===== src/rtl/pah_pkg.sv =====
package pah_pkg;

    typedef enum logic [1:0] {
        ST_IDLE = 2'd0,
        ST_LOAD = 2'd1,
        ST_RUN  = 2'd2
    } pah_state_e;

endpackage


===== src/rtl/pah_popcount.sv =====
module pah_popcount #(
    parameter int NUM_ACT = 4,
    parameter int GROUP_W = 16,
    parameter int CNT_W   = $clog2(GROUP_W + 1)
) (
    input  logic                       clk,
    input  logic                       rst_n,
    input  logic                       in_fire,
    input  logic [NUM_ACT*GROUP_W-1:0] in_bits,
    output logic                       cnt_valid,
    output logic [NUM_ACT*CNT_W-1:0]   cnt_flat
);

    function automatic logic [CNT_W-1:0] ones_in(input logic [GROUP_W-1:0] v);
        logic [CNT_W-1:0] sum;
        sum = '0;
        for (int i = 0; i < GROUP_W; i++) begin
            sum = sum + CNT_W'(v[i]);
        end
        return sum;
    endfunction

    always_ff @(posedge clk) begin
        if (!rst_n) begin
            cnt_valid <= 1'b0;
        end else begin
            cnt_valid <= in_fire;
        end
    end

    for (genvar g = 0; g < NUM_ACT; g++) begin : g_grp
        logic [CNT_W-1:0] cnt_q;

        always_ff @(posedge clk) begin
            if (!rst_n) begin
                cnt_q <= '0;
            end else if (in_fire) begin
                cnt_q <= ones_in(in_bits[g*GROUP_W +: GROUP_W]);
            end
        end

        assign cnt_flat[g*CNT_W +: CNT_W] = cnt_q;


        cnt_range_chk: assert property (@(posedge clk) disable iff (!rst_n)
            cnt_valid |-> (cnt_q <= CNT_W'(GROUP_W)));
    end

endmodule


===== src/rtl/pah_table.sv =====
module pah_table #(
    parameter int NUM_ACT = 4,
    parameter int GROUP_W = 16,
    parameter int OUT_W   = 16,
    parameter int CNT_W   = $clog2(GROUP_W + 1),
    parameter int ACT_W   = (NUM_ACT > 1) ? $clog2(NUM_ACT) : 1
) (
    input  logic                     clk,
    input  logic                     rst_n,
    input  logic                     wr_en,
    input  logic [ACT_W-1:0]         wr_act,
    input  logic [CNT_W-1:0]         wr_addr,
    input  logic [OUT_W-1:0]         wr_data,
    input  logic                     rd_en,
    input  logic [NUM_ACT*CNT_W-1:0] rd_cnt,
    output logic                     out_valid,
    output logic [NUM_ACT*OUT_W-1:0] out_action
);

    localparam int DEPTH = GROUP_W + 1;

    always_ff @(posedge clk) begin
        if (!rst_n) begin
            out_valid <= 1'b0;
        end else begin
            out_valid <= rd_en;
        end
    end

    for (genvar a = 0; a < NUM_ACT; a++) begin : g_row
        logic [OUT_W-1:0] entry [DEPTH];
        logic [OUT_W-1:0] act_q;

        always_ff @(posedge clk) begin
            if (!rst_n) begin
                for (int i = 0; i < DEPTH; i++) begin
                    entry[i] <= '0;
                end
            end else if (wr_en && (wr_act == ACT_W'(a))) begin
                entry[wr_addr] <= wr_data;
            end
        end

        always_ff @(posedge clk) begin
            if (!rst_n) begin
                act_q <= '0;
            end else if (rd_en) begin
                act_q <= entry[rd_cnt[a*CNT_W +: CNT_W]];
            end
        end

        assign out_action[a*OUT_W +: OUT_W] = act_q;
    end


    wr_rd_clash_chk: assert property (@(posedge clk) disable iff (!rst_n)
        wr_en |-> !rd_en);

endmodule


===== src/rtl/pah_ctrl.sv =====
module pah_ctrl
    import pah_pkg::*;
#(
    parameter int NUM_ACT = 4,
    parameter int GROUP_W = 16,
    parameter int OUT_W   = 16,
    parameter int COEF_W  = 16,
    parameter int CNT_W   = $clog2(GROUP_W + 1),
    parameter int ACT_W   = (NUM_ACT > 1) ? $clog2(NUM_ACT) : 1
) (
    input  logic                     clk,
    input  logic                     rst_n,
    input  logic                     in_valid,
    input  logic                     cfg_valid,
    input  logic [ACT_W-1:0]         cfg_act,
    input  logic signed [COEF_W-1:0] cfg_scale,
    input  logic signed [COEF_W-1:0] cfg_offset,
    input  logic                     cnt_valid,
    output logic                     in_fire,
    output logic                     wr_en,
    output logic [ACT_W-1:0]         wr_act,
    output logic [CNT_W-1:0]         wr_addr,
    output logic [OUT_W-1:0]         wr_data
);

    localparam int ACC_W = COEF_W + CNT_W + 1;
    localparam logic signed [ACC_W-1:0] SAT_HI =
        {{(ACC_W-OUT_W+1){1'b0}}, {(OUT_W-1){1'b1}}};
    localparam logic signed [ACC_W-1:0] SAT_LO =
        {{(ACC_W-OUT_W+1){1'b1}}, {(OUT_W-1){1'b0}}};

    pah_state_e              state_q, state_d;
    logic [ACT_W-1:0]        act_q;
    logic [CNT_W-1:0]        idx_q;
    logic signed [ACC_W-1:0] acc_q;
    logic signed [ACC_W-1:0] step_q;
    logic                    cfg_take;
    logic                    load_last;

    assign cfg_take  = (state_q == ST_IDLE) && cfg_valid;
    assign load_last = (idx_q == CNT_W'(GROUP_W));

    always_comb begin
        state_d = state_q;
        unique case (state_q)
            ST_IDLE: begin
                if (cfg_valid)     state_d = ST_LOAD;
                else if (in_valid) state_d = ST_RUN;
            end
            ST_LOAD: begin
                if (load_last) state_d = ST_IDLE;
            end
            ST_RUN: begin
                if (!in_valid && !cnt_valid) state_d = ST_IDLE;
            end
            default: state_d = ST_IDLE;
        endcase
    end

    always_ff @(posedge clk) begin
        if (!rst_n) begin
            state_q <= ST_IDLE;
        end else begin
            state_q <= state_d;
        end
    end

    always_comb begin
        in_fire = 1'b0;
        wr_en   = 1'b0;
        unique case (state_q)
            ST_IDLE: in_fire = in_valid && !cfg_valid;
            ST_LOAD: wr_en   = 1'b1;
            ST_RUN:  in_fire = in_valid;
            default: begin
                in_fire = 1'b0;
                wr_en   = 1'b0;
            end
        endcase
    end

    always_ff @(posedge clk) begin
        if (!rst_n) begin
            act_q  <= '0;
            idx_q  <= '0;
            acc_q  <= '0;
            step_q <= '0;
        end else if (cfg_take) begin
            act_q  <= cfg_act;
            idx_q  <= '0;
            acc_q  <= ACC_W'(cfg_offset);
            step_q <= ACC_W'(cfg_scale);
        end else if (state_q == ST_LOAD) begin
            idx_q <= idx_q + 1'b1;
            acc_q <= acc_q + step_q;
        end
    end

    always_comb begin
        if (acc_q > SAT_HI)      wr_data = SAT_HI[OUT_W-1:0];
        else if (acc_q < SAT_LO) wr_data = SAT_LO[OUT_W-1:0];
        else                     wr_data = acc_q[OUT_W-1:0];
    end

    assign wr_act  = act_q;
    assign wr_addr = idx_q;


    load_start_chk: assert property (@(posedge clk) disable iff (!rst_n)
        (wr_en && !$past(wr_en)) |-> (wr_addr == '0));


    load_step_chk: assert property (@(posedge clk) disable iff (!rst_n)
        (wr_en && $past(wr_en)) |-> (wr_addr == $past(wr_addr) + 1'b1));


    cfg_busy_chk: assert property (@(posedge clk) disable iff (!rst_n)
        (cfg_valid && state_q == ST_RUN) |=> !wr_en);

endmodule


===== src/rtl/popcount_action_head.sv =====
module popcount_action_head #(
    parameter int NUM_ACT = 4,
    parameter int GROUP_W = 16,
    parameter int OUT_W   = 16,
    parameter int COEF_W  = 16,
    parameter int ACT_W   = (NUM_ACT > 1) ? $clog2(NUM_ACT) : 1
) (
    input  logic                       clk,
    input  logic                       rst_n,
    input  logic                       in_valid,
    input  logic [NUM_ACT*GROUP_W-1:0] in_bits,
    input  logic                       cfg_valid,
    input  logic [ACT_W-1:0]           cfg_act,
    input  logic signed [COEF_W-1:0]   cfg_scale,
    input  logic signed [COEF_W-1:0]   cfg_offset,
    output logic                       out_valid,
    output logic [NUM_ACT*OUT_W-1:0]   out_action
);

    localparam int CNT_W = $clog2(GROUP_W + 1);

    logic                     in_fire;
    logic                     cnt_valid;
    logic [NUM_ACT*CNT_W-1:0] cnt_flat;
    logic                     wr_en;
    logic [ACT_W-1:0]         wr_act;
    logic [CNT_W-1:0]         wr_addr;
    logic [OUT_W-1:0]         wr_data;

    pah_ctrl #(
        .NUM_ACT(NUM_ACT), .GROUP_W(GROUP_W), .OUT_W(OUT_W),
        .COEF_W(COEF_W), .CNT_W(CNT_W), .ACT_W(ACT_W)
    ) u_ctrl (
        .clk(clk), .rst_n(rst_n), .in_valid(in_valid),
        .cfg_valid(cfg_valid), .cfg_act(cfg_act),
        .cfg_scale(cfg_scale), .cfg_offset(cfg_offset),
        .cnt_valid(cnt_valid), .in_fire(in_fire),
        .wr_en(wr_en), .wr_act(wr_act), .wr_addr(wr_addr), .wr_data(wr_data)
    );

    pah_popcount #(
        .NUM_ACT(NUM_ACT), .GROUP_W(GROUP_W), .CNT_W(CNT_W)
    ) u_count (
        .clk(clk), .rst_n(rst_n), .in_fire(in_fire), .in_bits(in_bits),
        .cnt_valid(cnt_valid), .cnt_flat(cnt_flat)
    );

    pah_table #(
        .NUM_ACT(NUM_ACT), .GROUP_W(GROUP_W), .OUT_W(OUT_W),
        .CNT_W(CNT_W), .ACT_W(ACT_W)
    ) u_table (
        .clk(clk), .rst_n(rst_n), .wr_en(wr_en), .wr_act(wr_act),
        .wr_addr(wr_addr), .wr_data(wr_data), .rd_en(cnt_valid),
        .rd_cnt(cnt_flat), .out_valid(out_valid), .out_action(out_action)
    );


    latency_chk: assert property (@(posedge clk) disable iff (!rst_n)
        in_fire |=> ##1 out_valid);


    no_spurious_chk: assert property (@(posedge clk) disable iff (!rst_n)
        out_valid |-> $past(in_fire, 2));


    load_drop_chk: assert property (@(posedge clk) disable iff (!rst_n)
        wr_en |=> !cnt_valid);

endmodule


===== config.mk =====
export PLATFORM = sky130hd
export DESIGN_NAME = popcount_action_head
export DESIGN_NICKNAME = d
export VERILOG_FILES = /design/src/rtl/pah_pkg.sv /design/src/rtl/pah_popcount.sv /design/src/rtl/pah_table.sv /design/src/rtl/pah_ctrl.sv /design/src/rtl/popcount_action_head.sv
export SDC_FILE = /design/constraint.sdc
export NUM_CORES = 2
export LEC_CHECK = 0
export BUFFER_PORTS_ARGS = -buffer_cell sky130_fd_sc_hd__buf_4
export CORE_ASPECT_RATIO = 1.75
export CORE_UTILIZATION = 40
export DETAILED_ROUTE_END_ITERATION = 7
export HOLD_SLACK_MARGIN = 0.03
export SLEW_MARGIN = 20
export SYNTH_ARGS = -nofsm -noshare
export SYNTH_HDL_FRONTEND = slang
export SYNTH_SLANG_ARGS = --single-unit

===== constraint.sdc =====
create_clock -name clk -period 5.4 [get_ports clk]
set_clock_uncertainty 0.15 [all_clocks]
set_input_delay 1.08 -clock clk [delete_from_list [all_inputs] [get_ports clk]]
set_output_delay 1.08 -clock clk [all_outputs]
set_load 0.02 [all_outputs]

Word-level counts from Yosys, hierarchy flattened
Memory sizes are Yosys's and may differ from the RTL's. A register that Yosys moved wholly into a read port is not among the register bits.
Index checks and enable logic that the tools add are counted.
Widths: inputs -> output; s select.
{ "totals": {"mem_bits_rw": 1088, "in_bits": 102, "romBits": 0, "out_inout_bits": 65, "memories": 4, "latch_bits": 0, "elab_cells": 148, "regBits": 69} }
{ "op_classes": {"bitwise_logic": 1, "shift": 0, "n_lt_le_gt_ge": 2, "mux": 36, "div_mod_pow": 0, "add_sub_neg": 62, "reduce_logical": 23, "eq_ne": 9, "n_mul": 0} }
{ "memory_table": {"columns": ["name", "words", "width", "rd", "rd_clocked_by_memory_dff", "wr", "line_no", "text"], "rows": [
  ["u_table.g_row[0].entry", 17, 16, 1, 1, 17, "pah_table.sv:31", "logic [OUT_W-1:0] entry [DEPTH];"],
  ["u_table.g_row[1].entry", 17, 16, 1, 1, 17, "pah_table.sv:31", null],
  ["u_table.g_row[2].entry", 17, 16, 1, 1, 17, "pah_table.sv:31", null],
  ["u_table.g_row[3].entry", 17, 16, 1, 1, 17, "pah_table.sv:31", null]
]} }
{ "ops": {"columns": ["op", "count"], "rows": [
  ["$add 5x1->5", 56],
  ["$mux 16", 6],
  ["$reduce_or 16->1", 4],
  ["$mux 22", 2],
  ["$add 22x16->22", 1],
  ["$gt 22x16->1 const B", 1],
  ["$lt 22x16->1 const B", 1],
  ["$mux 5", 4],
  ["$mux 1", 18],
  ["$add 1x1->2", 4],
  ["$mux 2", 4],
  ["$logic_and 1x1->1", 7],
  ["$logic_not 1->1", 7],
  ["$eq 2x2->1 const B", 3],
  ["$pmux 2 s3", 1],
  ["$add 5x1->5 const B", 1],
  ["$eq 5x5->1 const B", 1],
  ["$eq 2x1->1 const B", 2],
  ["$logic_not 2->1", 2],
  ["$ne 2x1->1 const B", 2],
  ["$ne 3x3->1 const B", 1],
  ["$reduce_and 3->1", 1],
  ["$pmux 1 s2", 1],
  ["$reduce_bool 2->1", 1],
  ["other kinds (2)", 2]
]} }

Logic depth before layout (Yosys ltp)
{ "logic_depth": {"word_depth": 15, "ltp_mapped": 15, "ltp_nobuf": 15} }

Cells and area by module
Synthesis repeated with hierarchy kept, for this count alone.
{ "unflattened": {"cells_unflattened": 6624, "area_unflattened_um2": 95525.4} }
{ "by_module_without_submodules": {"columns": ["module", "area_per_inst_um2", "instances", "cells_each", "seq_area_each_um2"], "rows": [
  ["pah_table", 89887.5, 1, 5949, 62800.2],
  ["pah_ctrl", 3241.9, 1, 416, 940.9],
  ["pah_popcount", 2396.0, 1, 259, 420.4]
]} }

Worst setup path before layout
Ideal clock, no wire load.
{ "synth_path": {"path_kind": "input -> register", "start": "in in_bits[48]", "end": "reg u_count.g_grp[3].cnt_q[3]", "path_buffers": 0, "path_slack_ns": 0.744, "path_stages": 15, "setup_time_ns": 0.115, "t_arrival_ns": 4.391, "required_ns": 5.135, "path_cell_list": "ha_1 > inv_1 > fa_1 > inv_1 > fa_1 > fa_1 > inv_1 > fa_1 > inv_1 > fa_1 > a21o_1 > a21oi_1 > xor2_1 > o21ai_0 > and2_1"} }
{ "synth_between": {"elab_chain_len": 15} }
{ "synth_lines": {"columns": ["item", "line_no", "text"], "rows": [
  ["from (decl)", "popcount_action_head.sv:11", "input logic [NUM_ACT*GROUP_W-1:0] in_bits,"],
  ["$add 1x1->2", "pah_popcount.sv:18", "sum = sum + CNT_W'(v[i]);"],
  ["$add 5x1->5 (14 in series)", "pah_popcount.sv:18", null],
  ["to (signal assigned)", "pah_popcount.sv:38", "cnt_q <= ones_in(in_bits[g*GROUP_W +: GROUP_W]);"],
  ["to (decl)", "pah_popcount.sv:32", "logic [CNT_W-1:0] cnt_q;"]
]} }
No other way between the ends.
A chain may end at the register's enable or synchronous reset.

==> flow_summary.toml <==
[worst_hold_path]
hold_end = "u_ctrl.step_q[10]$_SDFFE_PN0P_"
worstHoldStart = "u_ctrl.step_q[10]$_SDFFE_PN0P_"
hold_path_depth = 2
holdCritPathClass = "reg2reg"

[route]
drt_first_pass_iters = 6
drc = 0
drtIter0Drc = 4819
wl_um = 257000
wl_per_cell_um = 29.3
num_vias = 48800
drt.antenna.violating_nets = 0
vias_per_cell = 5.57

[critical_path]
reg2reg_slack_ps = 1140
worstReg2RegEnd = "u_table.g_row[1].entry[10][6]$_SDFFCE_PN0P_"
crit_slowest_cell = "and2_1"
r2r-start = "u_ctrl.state_q[0]$_SDFFE_PN0P_"
worst_r2r_path_depth = 7
cp_common_cell = "nand2_1"
critical_path_class = "reg2reg"
cp_cell_sequence = "nor2b_2, nand2_1, nor2_1, and2_1, buf_4, nand2_2, nand2_1"
cp-end-kind = "flip-flop"
cp.required_ps = 5710
cpPeakStageDelay_ps = 930
crit_family = "simple AND/OR/NAND/NOR gates"
worstPathArrival_ps = 4560
worst_setup_path_start_kind = "flip-flop"
critPathMaxFanout = 17
cp.buffers_inverters = 1

[placed_design]
place_ws_ps = 440
portBuffers = 166
gp_congestion = 0.865
dp.cells = 8397
dp_hpwl_um = 167000

[global_routing]
grt_usage_pct = 22.4
grt_max_degree = 104
grt_pass1_wl_um = 367000
antenna_found_initial = 2
first_global_vias = 50900
gr-total-overflow = 0

[synth]
netlist_instances = 5378
seq_area_frac_synth_pct = 70.5
synthDistinctLibCells = 62
synth_ff_type = "edfxtp_1"
yosys_warnings = 0
synthesis.area_um2 = 91000
synth.top_cell.area_share_pct = 67.6
avgSynthCellArea_um2 = 16.9
ys_ff_latch = 2181
yosysTopAreaCell = "edfxtp_1"
async_flop_share_pct = 0
synth_nets = 5566
synth_area_leaders = "edfxtp_1 (68%), mux4_2 (16%), nor2_1 (4.9%)"
synth-edff-count = 2048

[clocking]
cts_setup_buffers = 0
insertion_delay_ps = 850
clockRootBuffer = "clkbuf_16"
holdBufCountCts = 0
clkSlewWorstSetupHoldPaths_ps = 70
clock_path_buffers = 4
cts.sinks = 2181
cts_tree = "built"
cts_buffers = 204
cts_max_level = 4
cts_resized = 0

[sta]
rsz0062_at_grt = "no"
fmax_ghz = 0.235
tightestPinTransition_ps = 1180
fin_crit_ps = 4260
whs_ps = 322
slew_viol_final = 0
timing.final.crit_share_pct = 78.9
setup_ws_ps = 1140
final-setup-viol-count = 0
finalHoldViolCount = 0
slew_headroom_pct = 21.4
fin_setup_tns_ps = 0

[power_and_ir_drop]
peakVddDrop_v = 0.000353
power_mw = 42.2
power.density_nw_per_um2 = 408
p_leak_nw = 35.0

[finish]
stdcell_count = 8766
multi_input_area_um2 = 24900
drive_gt1_share_pct = 24.9
layout_commonest_cell = "edfxtp_1"
layout.nets = 5762
final_cell_mix = "edfxtp_1 (2048), nor2_1 (1176), mux4_2 (640)"
fillers = 19300
final-seq-area_um2 = 64200
areaGrowthSynthToFinish_pct = 13.5

[floorplanning]
die_area_um2 = 230000
die_h_um = 633
initial_core_util_pct = 40.2
pin_count = 167
num_rows = 231
core_um2 = 226000
die_w_um = 363

[flow_run]
maxCapViolations = 0

[run_status]
status = "finished clean"
[cell type report]
type	count	share of cell area, %
Tap cell	3029	3.67
Inverter	114	0.431
Clock inverter	111	1.21
Multi-Input combinational cell	2675	24.1
Timing Repair Buffer	398	3.10
Clock buffer	256	5.32
Sequential cell	2181	62.2
Antenna cell	2	0.00485
[cells in the mapped netlist (3+ instances only)]
| cell type | number |
|---|---|
| edfxtp_1 | 2048 |
| nor2_1 | 1197 |
| mux4_2 | 640 |
| clkbuf_1 | 228 |
| nand2_1 | 224 |
| dfxtp_1 | 133 |
| inv_1 | 113 |
| a21oi_1 | 98 |
| buf_2 | 97 |
| o21ai_0 | 97 |
| mux2i_1 | 66 |
| ha_1 | 45 |
| buf_1 | 44 |
| fa_1 | 41 |
| buf_4 | 35 |
| a21boi_0 | 27 |
| nand3_1 | 26 |
| nand2_2 | 20 |
| and2_1 | 18 |
| o211ai_1 | 17 |
| o21ai_1 | 17 |
| a21o_1 | 16 |
| nor2b_1 | 12 |
| nand2b_1 | 11 |
| nor3_1 | 10 |
| xor2_1 | 10 |
| o211a_1 | 9 |
| and3_1 | 7 |
| nand4_1 | 7 |
| xnor2_1 | 7 |
| o31ai_1 | 5 |
| buf_6 | 4 |
| o21a_1 | 4 |
| a31oi_1 | 3 |
| o221ai_1 | 3 |
| or3_1 | 3 |
[worst min-delay path, cell delays in order, from the launching register on]
cell      delay (ps)
dfxtp_1          320
nand2_1           50
a21boi_0          60
[state kept, by name, summed over array words and instances, names as in the netlist]
| name | flops |
|---|---|
| u_table.g_row.act_q | 64 |
| u_ctrl.wr_act | 2 |
| u_ctrl.state_q | 2 |
| u_ctrl.acc_q | 22 |
| u_ctrl.step_q | 16 |
| u_count.g_grp.cnt_q | 20 |
| u_ctrl.wr_addr | 5 |
| u_table.g_row.entry | 2048 |
| u_count.cnt_valid | 1 |
| u_table.out_valid | 1 |
[through the flow]
step	instance area, um^2	util, %
after global routing	103000	45.6
final	103000	45.6
after global placement	96500	42.6
after detailed placement	96500	42.6
after CTS	103000	45.6
after floorplan	91000	-
[metal layers]
| metal | GRT usage (%) | vias up | wire length [um] |
|---|---|---|---|
| met3 | 2.54 | 446 | 11700 |
| li1 | - | 20900 | - |
| met5 | 0 | - | 0 |
| met1 | 24.6 | 25900 | 88600 |
| met4 | 11.5 | 0 | 14800 |
| met2 | 42.3 | 1615 | 142000 |
[worst max path at each step]
stage / cells after the start / start / end / slack (ps)
after floorplan: 15 / in_bits[48] / u_count.g_grp[3].cnt_q[3]$_SDFFE_PN0P_ / 740
after CTS: 7 / u_ctrl.state_q[0]$_SDFFE_PN0P_ / u_table.g_row[1].entry[10][6]$_SDFFCE_PN0P_ / 1230
after global placement: 16 / in_bits[48] / u_count.g_grp[3].cnt_q[3]$_SDFFE_PN0P_ / 430
final: 7 / u_ctrl.state_q[0]$_SDFFE_PN0P_ / u_table.g_row[1].entry[10][6]$_SDFFCE_PN0P_ / 1140
after global routing: 7 / u_ctrl.state_q[0]$_SDFFE_PN0P_ / u_table.g_row[1].entry[10][6]$_SDFFCE_PN0P_ / 1120
after detailed placement: 12 / in_bits[16] / u_count.g_grp[1].cnt_q[2]$_SDFFE_PN0P_ / 440
[cells by family after synthesis]
family	synth area share [%]
simple gates	6.71
mux	16.6
buf+inv	2.46
compound gates	2.09
fa+ha+maj	1.52
flops	70.5
xor+xnor	0.164
[where the power goes]
| group | switching [mW] | total, mW | internal, mW | leakage (nW) |
|---|---|---|---|---|
| sequential | 0.486 | 20.0 | 19.5 | 21.0 |
| clock | 6.33 | 14.8 | 8.45 | 3.28 |
| combinational | 4.93 | 7.37 | 2.44 | 10.8 |
| total | 11.7 | 42.2 | 30.4 | 35.0 |
No activity file was read; power rests on OpenSTA's default activity.
